### src/rtl/cfg_guard_pkg.sv
package cfg_guard_pkg;
  localparam logic [2:0] OP_READ      = 3'd0;
  localparam logic [2:0] OP_PROG      = 3'd1;
  localparam logic [2:0] OP_ERASE     = 3'd2;
  localparam logic [2:0] OP_LOCK_RD   = 3'd3;
  localparam logic [2:0] OP_LOCK_WR   = 3'd4;
  localparam logic [2:0] OP_UNLOCK_WR = 3'd5;

  typedef struct packed {
    logic valid;
    logic grant;
    logic do_read;
    logic do_prog;
    logic do_erase;
    logic set_rd;
    logic set_wr;
    logic clr_wr;
  } decision_t;
endpackage

### src/rtl/cfg_guard_policy.sv
module cfg_guard_policy
  import cfg_guard_pkg::*;
(
  input  logic       strobe,
  input  logic [2:0] op,
  input  logic       rd_lock,
  input  logic       wr_lock,
  output decision_t  dec
);
  logic allowed;

  always_comb begin
    unique case (op)
      OP_READ:      allowed = !rd_lock;
      OP_PROG:      allowed = !rd_lock && !wr_lock;
      OP_ERASE:     allowed = !wr_lock;
      OP_LOCK_RD:   allowed = !wr_lock;
      OP_LOCK_WR:   allowed = !wr_lock;
      OP_UNLOCK_WR: allowed = 1'b1;
      default:      allowed = 1'b0;
    endcase
  end

  always_comb begin
    dec          = '0;
    dec.valid    = strobe;
    dec.grant    = strobe && allowed;
    dec.do_read  = dec.grant && (op == OP_READ);
    dec.do_prog  = dec.grant && (op == OP_PROG);
    dec.do_erase = dec.grant && (op == OP_ERASE);
    dec.set_rd   = dec.grant && (op == OP_LOCK_RD);
    dec.set_wr   = dec.grant && (op == OP_LOCK_WR);
    dec.clr_wr   = dec.grant && (op == OP_UNLOCK_WR);
  end
endmodule

### src/rtl/cfg_guard_lockbits.sv
module cfg_guard_lockbits
  import cfg_guard_pkg::*;
(
  input  logic      clk,
  input  logic      rst,
  input  logic      preset_rd,
  input  logic      preset_wr,
  input  decision_t dec,
  output logic      rd_lock,
  output logic      wr_lock
);
  always_ff @(posedge clk) begin
    if (rst)               rd_lock <= preset_rd;
    else if (dec.set_rd)   rd_lock <= 1'b1;
    else if (dec.do_erase) rd_lock <= 1'b0;
  end

  always_ff @(posedge clk) begin
    if (rst)             wr_lock <= preset_wr;
    else if (dec.set_wr) wr_lock <= 1'b1;
    else if (dec.clr_wr) wr_lock <= 1'b0;
  end

  AST_RDLOCK_SET_ONLY_BY_CMD: assert property (@(posedge clk) disable iff (rst)
    $rose(rd_lock) |-> $past(dec.set_rd));
  AST_RDLOCK_CLEAR_ONLY_BY_ERASE: assert property (@(posedge clk) disable iff (rst)
    $fell(rd_lock) |-> $past(dec.do_erase));
  AST_WRLOCK_CLEAR_ONLY_BY_CMD: assert property (@(posedge clk) disable iff (rst)
    $fell(wr_lock) |-> $past(dec.clr_wr));
  AST_ERASE_KEEPS_WRLOCK: assert property (@(posedge clk) disable iff (rst)
    dec.do_erase |=> $stable(wr_lock));
endmodule

### src/rtl/cfg_guard_store.sv
module cfg_guard_store #(
  parameter int ADDR_W = 3,
  parameter int DATA_W = 8
) (
  input  logic              clk,
  input  logic              rst,
  input  logic              wr_en,
  input  logic              erase,
  input  logic [ADDR_W-1:0] addr,
  input  logic [DATA_W-1:0] wdata,
  output logic [DATA_W-1:0] rdata
);
  localparam int DEPTH = 1 << ADDR_W;

  logic [DATA_W-1:0] words [DEPTH];
  logic [DEPTH-1:0]  word_nz;
  logic              any_nz;

  for (genvar i = 0; i < DEPTH; i++) begin : g_word
    always_ff @(posedge clk) begin
      if (rst || erase)
        words[i] <= '0;
      else if (wr_en && (addr == ADDR_W'(i)))
        words[i] <= wdata;
    end
    assign word_nz[i] = |words[i];
  end

  assign rdata  = words[addr];
  assign any_nz = |word_nz;

  AST_ERASE_CLEARS_ALL: assert property (@(posedge clk) disable iff (rst)
    erase |=> !any_nz);
  AST_NO_WRITE_NO_CHANGE: assert property (@(posedge clk) disable iff (rst)
    (!wr_en && !erase) |=> $stable(word_nz));
endmodule

### src/rtl/cfg_guard_top.sv
module cfg_guard_top
  import cfg_guard_pkg::*;
#(
  parameter int ADDR_W = 3,
  parameter int DATA_W = 8
) (
  input  logic              clk,
  input  logic              rst,
  input  logic              preset_rd_lock,
  input  logic              preset_wr_lock,
  input  logic              cmd_strobe,
  input  logic [2:0]        cmd_op,
  input  logic [ADDR_W-1:0] cmd_addr,
  input  logic [DATA_W-1:0] cmd_wdata,
  output logic              grant,
  output logic              deny,
  output logic [DATA_W-1:0] rd_data,
  output logic              rd_lock,
  output logic              wr_lock
);
  decision_t         dec;
  logic [DATA_W-1:0] store_rdata;

  cfg_guard_policy u_policy (
    .strobe  (cmd_strobe),
    .op      (cmd_op),
    .rd_lock (rd_lock),
    .wr_lock (wr_lock),
    .dec     (dec)
  );

  cfg_guard_lockbits u_locks (
    .clk       (clk),
    .rst       (rst),
    .preset_rd (preset_rd_lock),
    .preset_wr (preset_wr_lock),
    .dec       (dec),
    .rd_lock   (rd_lock),
    .wr_lock   (wr_lock)
  );

  cfg_guard_store #(.ADDR_W(ADDR_W), .DATA_W(DATA_W)) u_store (
    .clk   (clk),
    .rst   (rst),
    .wr_en (dec.do_prog),
    .erase (dec.do_erase),
    .addr  (cmd_addr),
    .wdata (cmd_wdata),
    .rdata (store_rdata)
  );

  always_ff @(posedge clk) begin
    if (rst) begin
      grant   <= 1'b0;
      deny    <= 1'b0;
      rd_data <= '0;
    end else begin
      grant   <= dec.grant;
      deny    <= dec.valid && !dec.grant;
      rd_data <= dec.do_read ? store_rdata : '0;
    end
  end

  AST_SINGLE_RESPONSE: assert property (@(posedge clk) disable iff (rst)
    !(grant && deny));
  AST_RESPONSE_FOLLOWS: assert property (@(posedge clk) disable iff (rst)
    cmd_strobe |=> (grant || deny));
  AST_QUIET_WHEN_IDLE: assert property (@(posedge clk) disable iff (rst)
    !cmd_strobe |=> !(grant || deny));
  AST_READ_LOCKED: assert property (@(posedge clk) disable iff (rst)
    (cmd_strobe && cmd_op == OP_READ && rd_lock) |=> deny);
  AST_RDATA_ONLY_ON_GRANT: assert property (@(posedge clk) disable iff (rst)
    !grant |-> (rd_data == '0));
  AST_BOTH_LOCKED: assert property (@(posedge clk) disable iff (rst)
    (cmd_strobe && rd_lock && wr_lock && cmd_op != OP_UNLOCK_WR) |=> deny);
  AST_UNKNOWN_OP_DENIED: assert property (@(posedge clk) disable iff (rst)
    (cmd_strobe && cmd_op > OP_UNLOCK_WR) |=> (deny && $stable(rd_lock) && $stable(wr_lock)));
endmodule

### config.mk
export PLATFORM = sky130hd
export DESIGN_NAME = cfg_guard_top
export DESIGN_NICKNAME = d
export VERILOG_FILES = /design/src/rtl/cfg_guard_pkg.sv /design/src/rtl/cfg_guard_policy.sv /design/src/rtl/cfg_guard_lockbits.sv /design/src/rtl/cfg_guard_store.sv /design/src/rtl/cfg_guard_top.sv
export SDC_FILE = /design/constraint.sdc
export NUM_CORES = 1
export LEC_CHECK = 0
export CORE_UTILIZATION = 55
export DETAILED_ROUTE_END_ITERATION = 8
export PLACE_DENSITY = 0.77
export SETUP_SLACK_MARGIN = 0.02
export SLEW_MARGIN = 20
export SYNTH_ARGS = -nofsm -noshare
export SYNTH_HDL_FRONTEND = slang
export SYNTH_SLANG_ARGS = --single-unit
export TNS_END_PERCENT = 10
### constraint.sdc
create_clock -name clk -period 5.7 [get_ports clk]
set_clock_uncertainty 0.15 [all_clocks]
set_input_delay 0.855 -clock clk [delete_from_list [all_inputs] [get_ports clk]]
set_output_delay 0.855 -clock clk [all_outputs]
set_load 0.01 [all_outputs]
---- Yosys cells after proc, flatten, opt, wreduce, memory -nomap -nowiden ----
Memories as Yosys holds them, arrays and structs flattened. A register that Yosys moved wholly into a read port is not among the register bits.
Cells that the tools add are included.
cells by class
  $add $sub $neg .......................... 0
  multipliers ............................. 0
  div/mod/pow operators ................... 0
  order comparisons ....................... 0
  equality and inequality tests ........... 12
  shifts and indexed selects .............. 0
  muxes and demuxes ....................... 41
  bitwise logic cells ..................... 9
  reduce and logical (&&, ||, !) cells .... 27
operators with widths
  kind                                                              number
  8-bit 2-to-1 mux                                                  8
  1-bit 2-to-1 mux                                                  32
  3-bit == test (second input constant)                             6
  1-bit logical AND                                                 17
  3-bit by 2-bit == test with 1-bit output (second input constant)  4
  1-bit OR                                                          8
  3-bit by 1-bit == test with 1-bit output (second input constant)  2
  3-bit logical NOT                                                 2
  3-bit nonzero test                                                2
  1-bit one-hot mux with 4 select lines                             1
  1-bit logical NOT                                                 3
  3-bit OR reduction                                                1
  2-bit OR reduction                                                1
  1-bit logical OR                                                  1
  1-bit inverter                                                    1
storage, ports and cells
  flip-flop bits (word level) ............. 4
  bits in latches ......................... 0
  memory bits (writable) .................. 64
  bits in read-only memories .............. 0
  output and inout port bits .............. 12
  logic and storage cells ................. 94
  memories kept ........................... 1
memory list
  name           words  bits a word  read ports  clocked after memory_dff  write ports  line                   text
  u_store.words  8      8            1           1                         8            cfg_guard_store.sv:15  logic [DATA_W-1:0] words [DEPTH];

---- Longest topological paths before layout ----
Gate-level depths: netlist of run 1.
  word-level depth ........................ 10
  gate-level depth with buffers ........... 6

---- Modules after synthesis ----
From an unflattened synthesis of run 1, not the netlist that was laid out.
unflattened totals
  cell total of the unflattened synthesis .. 241
  area total of the unflattened synthesis .. 3519.6 um^2
modules (own cells, without submodules)
  module              instances  cells each  area an instance (um^2)  sequential area each (um^2)
  cfg_guard_store     1          198         3029.2                   1921.8
  cfg_guard_top       1          20          284.0                    200.2
  cfg_guard_policy    1          17          111.4                    0.0
  cfg_guard_lockbits  1          6           95.1                     60.1

---- Least setup slack after synthesis of run 1 ----
OpenSTA, ideal clock, no wires.
  kind .................................... input -> register
  start ................................... in cmd_op[1]
  end ..................................... mem u_store.words[1][0], enable pin
  library setup time ...................... 0.384 ns
  data arrival time ....................... 2.231 ns
  required time ........................... 5.166 ns
  setup slack ............................. 2.935 ns
  stages .................................. 4
  cells stage by stage .................... buf_6 nor3b_2 nand4b_2 o21ai_0
RTL lines
  element             line                   text
  start: declaration  cfg_guard_top.sv:12    input logic [2:0] cmd_op,
  end: declaration    cfg_guard_store.sv:15

==> flow_summary.toml, run 1 <==
[sta]
setup_viol = 0
timing.final.crit_share_pct = 62.8
slew_headroom_pct = 27.4
fmax_mhz = 279
hold_violations = 0
report.final.slew_viol_count = 0
rsz0062_at_grt = "false"
tightest_slew_ns = 1.08
fin_crit_ns = 3.58
tns_ns = 0

[power]
peakVddDrop_mv = 0.166
power.leakage_nw = 1.32
p_total_mw = 1.12
p_per_area_nw_per_um2 = 290

[synth]
ys_seq_elements = 76
syn-mean-instance-area_um2 = 12.2
syn_inst = 276
synthDistinctLibCells = 35
seq_area_frac_synth_pct = 64.9
ys_warn_count = 0
syn_nets = 295
syn_area_um2 = 3360

[detailed_routing]
drt-pass1-iter-count = 5
antenna_left = 0
drc_errors = 0
wirelength_mm = 7.37
wire_per_inst_um = 19.3
via_per_inst = 6.06
vias = 2314
drt-initial-drc-count = 291

[clock_tree]
cts_buffers = 9
postCtsHoldBufs = 0
htreeDepth = 3
cts_setup_buffers = 0
cts-root-buf = "clkbuf_8"
clkTransAtPathRegs_ns = 0.08
cts_tree = "done"
clk_latency_ns = 0.34
cts.sinks = 76
cts_resized = 0
cts_buffer_depth = 2

[floorplanning]
dieHeight_um = 80.2
ios = 31
die_area_um2 = 6430
die-width_um = 80.2
fp.coreArea_um2 = 5920
fp-row-count = 28
start_util_pct = 56.8

[flow_run]
drv_cap = 0

[setup_path]
slowest_delay_ns = 1.01
required_ns = 5.51
critPathTopFamily = "compound AO/OA/AOI/OAI gates"
critical_path_buf_inv_count = 1
crit_type = "in2reg"
end_kind = "flip-flop"
cp-start-kind = "input port"
arrival_ns = 3.39
cpMaxStageDelayCell = "o21ai_0"
cp_cell_sequence = "clkdlybuf4s50_1, nor3b_2, nand4b_2, o21ai_0"
worst-path-max-fanout = 18

[layout]
diodes = 0
fin_nets = 321
nFillCells = 459
drive_above_1_share_pct = 12.1
syn_to_final_growth_pct = 14.7

[global_routing]
grt_max_degree = 48
antenna_found_initial = 0
grt_pass1_wl_mm = 10.7
overflow = 0
gr-usage-all-layers_pct = 24.6
grt_pass1_vias = 2068

[min_path]
hold_path_class = "reg2reg"

[placed_design]
portBuffers = 30
post-dp-hpwl_mm = 5.23
gp_congestion = 0.885

[status]
outcome = "finished, final reports clean"
[report_power, final]
part           switching, mW  internal, mW  total [mW]
sequential           0.00736         0.624       0.631
combinational         0.0552        0.0354      0.0906
clock                  0.186         0.211       0.397
[kinds of logic (layout without fill, tap and decap cells)]
| family | after synthesis | in the layout | share of synthesized area, % |
|---|---|---|---|
| flip-flops | 76 | 76 | 64.9 |
| AO/OA/AOI/OAI | 39 | 39 | 8.00 |
| AND/OR/NAND/NOR | 121 | 121 | 17.2 |
| buffers and inverters | 19 | 50 | 3.05 |
| multiplexers | 21 | 21 | 6.85 |
[synthesized netlist by cell type (all sizes together)]
cell     instances  area (µm²)
mux2            16         180
a2111oi          8        70.1
a31oi            1        6.26
nand2           22        82.6
nor2b           13        81.3
nand3            3        20.0
nand2b           3        18.8
nand4b           2        30.0
buf             13        78.8
o21ai           10        50.1
nor3b            2        31.3
a32o             1        10.0
edfxtp          66        1980
nor4b            1        8.76
o311a            1        10.0
clkbuf           2        8.75
nor2            67         251
a21oi            1        5.00
o22ai            8        50.1
a211oi           8        60.1
mux2i            5        50.1
dfxtp           10         200
o21a             1        7.51
and2             1        6.26
nand4            2        18.8
inv              4        15.0
nor4             4        25.0
nor3             1        5.00
[cells in the final DEF, fill, tap and decap left out, types with 3 or more instances in the layout]
cell type,n
clkbuf_8,10
nor2b_1,13
nor4_1,4
o21ai_0,8
nor2_1,67
nand2b_1,3
clkdlybuf4s50_1,29
inv_1,4
o22ai_1,8
a2111oi_0,8
nand2_1,22
edfxtp_1,66
dfxtp_1,10
mux2i_1,5
a211oi_1,8
mux2_2,16
[worst paths after layout]
check,from,end,slack (ns),depth (start not counted)
min reg2reg,u_store.words[2][2],rd_data[2],0.47,2
min,u_store.words[2][2],rd_data[2],0.47,2
max,cmd_op[1],u_store.words[1][2],2.12,4
max reg2reg,u_locks.wr_lock,u_store.words[1][2],2.75,3
[final cells by class]
type,instances,area [µm²],area share (%)
Multi-Input combinational cell,181,1080,28.0
Clock inverter,5,51.3,1.33
Sequential cell,76,2180,56.6
Inverter,4,15.0,0.389
Timing Repair Buffer,30,295,7.65
Tap cell,75,93.8,2.43
Clock buffer,11,141,3.67
[metrics by stage]
stage / hold slack (ns) / cell area [µm²] / utilization [%] / setup WS, ns / std cells
2_1_floorplan: 0.408 / 3360 / - / 2.94 / 276
4_1_cts: 0.470 / 3860 / 65.2 / 2.14 / 382
3_5_place_dp: 0.447 / 3660 / 61.9 / 1.80 / 366
6_report: 0.472 / 3860 / 65.2 / 2.12 / 382
3_3_place_gp: 0.450 / 3660 / 61.9 / 1.89 / 366
5_1_grt: 0.531 / 3860 / 65.2 / 1.95 / 382
[metal layers]
| metal | part of all wire, % | GRT usage [%] | up-vias |
|---|---|---|---|
| met5 | 0 | 0 | - |
| met4 | 3.3 | 14.6 | 0 |
| met3 | 7.4 | 4.77 | 21 |
| met2 | 47 | 38.0 | 126 |
| met1 | 42 | 32.3 | 1113 |
| li1 | - | - | 1054 |
[worst min-delay path, cell delays in order, from the launching register on]
cell and delay (ns):
edfxtp_1 0.33, a2111oi_0 0.08, nor4_1 0.15
[state kept, by name, indices dropped and copies added (netlist names)]
signal / flops
rd_data: 8
u_locks.wr_lock: 1
u_locks.rd_lock: 1
grant: 1
deny: 1
u_store.words: 64
No activity file was read; power rests on OpenSTA's default activity.
==> inputs of run 2 (changes only) <==
clock period = 3.44 ns   (was 5.7 ns; I/O delays follow)
==> flow_summary.toml, run 2 (synthesis gave the netlist of run 1 again) <==
[placed_design]
post-dp-hpwl_mm = 5.01
gp_congestion = 0.844
portBuffers = 30
place_ws_ns = 0.454

[sta]
tightest_slew_ns = 0.634
fmax_mhz = 378
setup_viol = 0
report.final.slew_viol_count = 0
timing.final.crit_share_pct = 77.0
tns_ns = 0
rsz0062_at_grt = "false"
hold_violations = 0
setup_slack_ns = 0.792
slew_headroom_pct = 57.3
fin_crit_ns = 2.65

[floorplanning]
fp-row-count = 28
ios = 31
die-width_um = 80.2
fp.coreArea_um2 = 5920
start_util_pct = 56.8
die_area_um2 = 6430
dieHeight_um = 80.2

[clock_tree]
clkTransAtPathRegs_ns = 0.08
htreeDepth = 3
cts_buffers = 9
postCtsHoldBufs = 0
clk_latency_ns = 0.36
cts_setup_buffers = 0
cts_tree = "done"
cts_buffer_depth = 2
cts_resized = 0
cts-root-buf = "clkbuf_8"
cts.sinks = 76

[setup_path]
critPathTopFamily = "buffers and inverters"
setup.worst_path.start = "cmd_op[1]"
cp_cell_sequence = "clkdlybuf4s50_1, nor3b_2, nand4_2, o21ai_0, buf_4"
slowest_delay_ns = 0.57
cp_num_cells = 5
critical_path_buf_inv_count = 2
cp-start-kind = "input port"
required_ns = 3.36
r2r-end = "u_store.words[7][5]"
end_kind = "flip-flop"
worst-path-max-fanout = 9
endpoint = "u_store.words[7][5]"
crit_type = "in2reg"
r2r_slack_ns = 1.06
rr_worst_depth = 4
r2r-start = "u_locks.wr_lock"
cpMaxStageDelayCell = "clkdlybuf4s50_1"
arrival_ns = 2.57

[layout]
final_cell_mix = "nor2_1, edfxtp_1, clkdlybuf4s50_1"
seqCellArea_um2 = 2180
final_common_cell = "nor2_1"
syn_to_final_growth_pct = 18.7
reg_top3 = "u_store.words: 64 flops, rd_data: 8 flops"
multi_input_area_um2 = 1080
top_register = "u_store.words"
utilization_pct = 67.5
diodes = 0
fin_nets = 335
largest_register_ffs = 64
nFillCells = 440
drive_above_1_share_pct = 16.2

[global_routing]
grt.busiest_layer = "met2"
grt_use_met1_pct = 32.5
antenna_found_initial = 0
grt_pass1_vias = 2194
gr-usage-all-layers_pct = 25.2
overflow = 0
use_met2_pct = 39.1
grt_max_degree = 30
grt_pass1_wl_mm = 11.3
met3_usage_pct = 4.89

[detailed_routing]
wirelength_mm = 7.34
drc_errors = 0
vias = 2320
wire_per_inst_um = 18.5
drt-pass1-iter-count = 4
drt-initial-drc-count = 191
antenna_left = 0
via_per_inst = 5.86

[power]
p_per_area_nw_per_um2 = 492
power.leakage_nw = 1.40
clockPowerShare_pct = 38.8
switching_share_pct = 22.2
p_sw_mw = 0.436
p_seq_share_pct = 53.2
power_frac_comb_pct = 8.1
p_int_mw = 1.53
peakVddDrop_mv = 0.313

[status]
outcome = "finished, final reports clean"

[min_path]
hold_path_class = "reg2reg"

[flow_run]
drv_cap = 0
==> run 2: how the worst min path moves through the flow <==
stage	endpoint	cells past startpoint	startpoint
finish	rd_data[4]	2	u_store.words[0][4]
global route	rd_data[3]	2	u_store.words[0][3]
CTS	rd_data[4]	2	u_store.words[0][4]
detailed placement	rd_data[1]	2	u_store.words[2][1]
global placement	rd_data[1]	2	u_store.words[2][1]
floorplan	rd_data[0]	2	u_store.words[2][0]
==> run 2: final cells by class <==
type,instances,area share [%]
Clock buffer,10,3.45
Clock inverter,6,2.16
Inverter,4,0.376
Multi-Input combinational cell,181,27.0
Sequential cell,76,54.6
Tap cell,75,2.35
Timing Repair Buffer,44,10.0
==> run 2: power groups by stage <==
stage	sequential [mW]	clock [mW]	combinational [mW]
floorplan	1.06	0	0.0889
global placement	1.06	0	0.154
detailed placement	1.06	0	0.157
CTS	1.04	0.768	0.158
global route	1.05	0.806	0.170
finish	1.04	0.761	0.158
==> run 2: worst min-delay path: stages (launching register included) <==
cell and delay [ns]:
edfxtp_1 0.36, mux2i_1 0.12, a2111oi_0 0.11
==> run 2: layer usage <==
metal / vias up / wire length [µm]
li1: 1085 / -
met1: 1133 / 3030
met2: 86 / 3550
met3: 16 / 531
met4: 0 / 221
met5: - / 0
==> run 2: through the flow <==
step                      std cells  cell area (µm²)  hold WS [ns]  total power [mW]
after CTS                       396             3990         0.500              1.97
after floorplan                 276             3360         0.408              1.15
after global placement          380             3770         0.445              1.22
after detailed placement        380             3770         0.461              1.22
after global routing            396             3990         0.544              2.02
final                           396             3990         0.491              1.96
==> inputs of run 3 (changes only) <==
clock period = 2.5 ns   (was 3.44 ns; I/O delays follow)
==> flow_summary.toml, run 3 (synthesis gave the netlist of run 1 again) <==
[status]
outcome = "finished, final reports clean"

[setup_path]
end_kind = "flip-flop"
crit_type = "in2reg"
arrival_ns = 2.03
worst-path-max-fanout = 8
cp-start-kind = "input port"
required_ns = 2.40

[layout]
final_cell_mix = "nor2_1, edfxtp_1, clkdlybuf4s50_1"
instances_no_fill = 410
nFillCells = 408
top_register = "u_store.words"
reg_top3 = "u_store.words: 64 flops, rd_data: 8 flops"
final_cell_area_um2 = 4100
fin_nets = 349
drive_above_1_share_pct = 19.7
final_common_cell = "nor2_1"
largest_register_ffs = 64
syn_to_final_growth_pct = 21.8
utilization_pct = 69.2
diodes = 0

[power]
p_total_mw = 2.69
p_per_area_nw_per_um2 = 657
peakVddDrop_mv = 0.430
power.leakage_nw = 1.47

[global_routing]
grt_max_degree = 32
antenna_found_initial = 0
grt_pass1_vias = 2207
grt_pass1_wl_mm = 10.8
gr-usage-all-layers_pct = 23.8
overflow = 0

[detailed_routing]
drt-initial-drc-count = 201
wirelength_mm = 7.05
vias = 2312
drt-pass1-iter-count = 4
via_per_inst = 5.64
wire_per_inst_um = 17.2
drc_errors = 0
antenna_left = 0

[floorplanning]
dieHeight_um = 80.2
fp.coreArea_um2 = 5920
die-width_um = 80.2
ios = 31
die_area_um2 = 6430
fp-row-count = 28
start_util_pct = 56.8

[placed_design]
portBuffers = 30
gp_congestion = 0.845
dpl.cell_count = 394
post-dp-hpwl_mm = 5.12
post_dp_cell_area_um2 = 3870
place_ws_ns = 0.0316

[sta]
fmax_mhz = 470
timing.hold.ws_ns = 0.492
tightest_slew_ns = 0.634
rsz0062_at_grt = "false"
setup_slack_ns = 0.375
timing.final.crit_share_pct = 85.0
slew_headroom_pct = 57.7
fin_crit_ns = 2.13
setup_viol = 0
tns_ns = 0
hold_violations = 0
report.final.slew_viol_count = 0

[clock_tree]
clk_latency_ns = 0.35
htreeDepth = 3
cts.sinks = 76
cts_resized = 0
cts_buffer_depth = 2
cts_tree = "done"
cts-root-buf = "clkbuf_8"
cts_buffers = 9
cts_setup_buffers = 0
postCtsHoldBufs = 0
clkTransAtPathRegs_ns = 0.07

[flow_run]
drv_cap = 0

[min_path]
hold_path_class = "reg2reg"
run 3: cell types whose count changed in the layout (fill, tap and decap cells not counted):
| cell | delta |
|---|---|
| clkinv_4 | -1 |
| clkinvlp_4 | +1 |
| buf_4 | +14 |
run 3: critical path: stages:
cell             delay [ns]
clkdlybuf4s50_1        0.47
nor3b_4                0.41
nand4b_2               0.21
o21ai_0                0.31
buf_4                  0.25
run 3: layout make-up:
class,count,area [µm²],share of cell area (%)
flip-flops and latches,76,2180,53.3
well taps,75,93.8,2.29
inverters,4,15.0,0.366
clock buffers,10,138,3.36
multi-input cells,181,1080,26.3
clock inverters,6,85.1,2.08
repair buffers,58,505,12.3
run 3: path summary, 6_finish.rpt:
path                                            end                 from  slack [ns]  cells past startpoint
worst max-delay path            u_store.words[5][3]            cmd_op[2]        0.37                      5
worst min-delay path                     rd_data[3]  u_store.words[0][3]        0.49                      2
worst max register to register  u_store.words[5][3]      u_locks.wr_lock        0.38                      4
worst min register to register           rd_data[3]  u_store.words[0][3]        0.49                      2
run 3: per-layer routing:
| layer | vias up | GRT usage [%] | wire (µm) |
|---|---|---|---|
| met5 | - | 0 | 0 |
| met4 | 0 | 13.2 | 226 |
| met3 | 20 | 6.14 | 482 |
| met2 | 95 | 38.3 | 3460 |
| met1 | 1082 | 29.3 | 2870 |
| li1 | 1115 | - | - |
run 3: where the power goes:
| group | internal (mW) | switching (mW) | total [mW] |
|---|---|---|---|
| Clock | 0.587 | 0.443 | 1.03 |
| Sequential | 1.42 | 0.0161 | 1.44 |
| Combinational | 0.101 | 0.123 | 0.224 |
| Total | 2.11 | 0.583 | 2.69 |
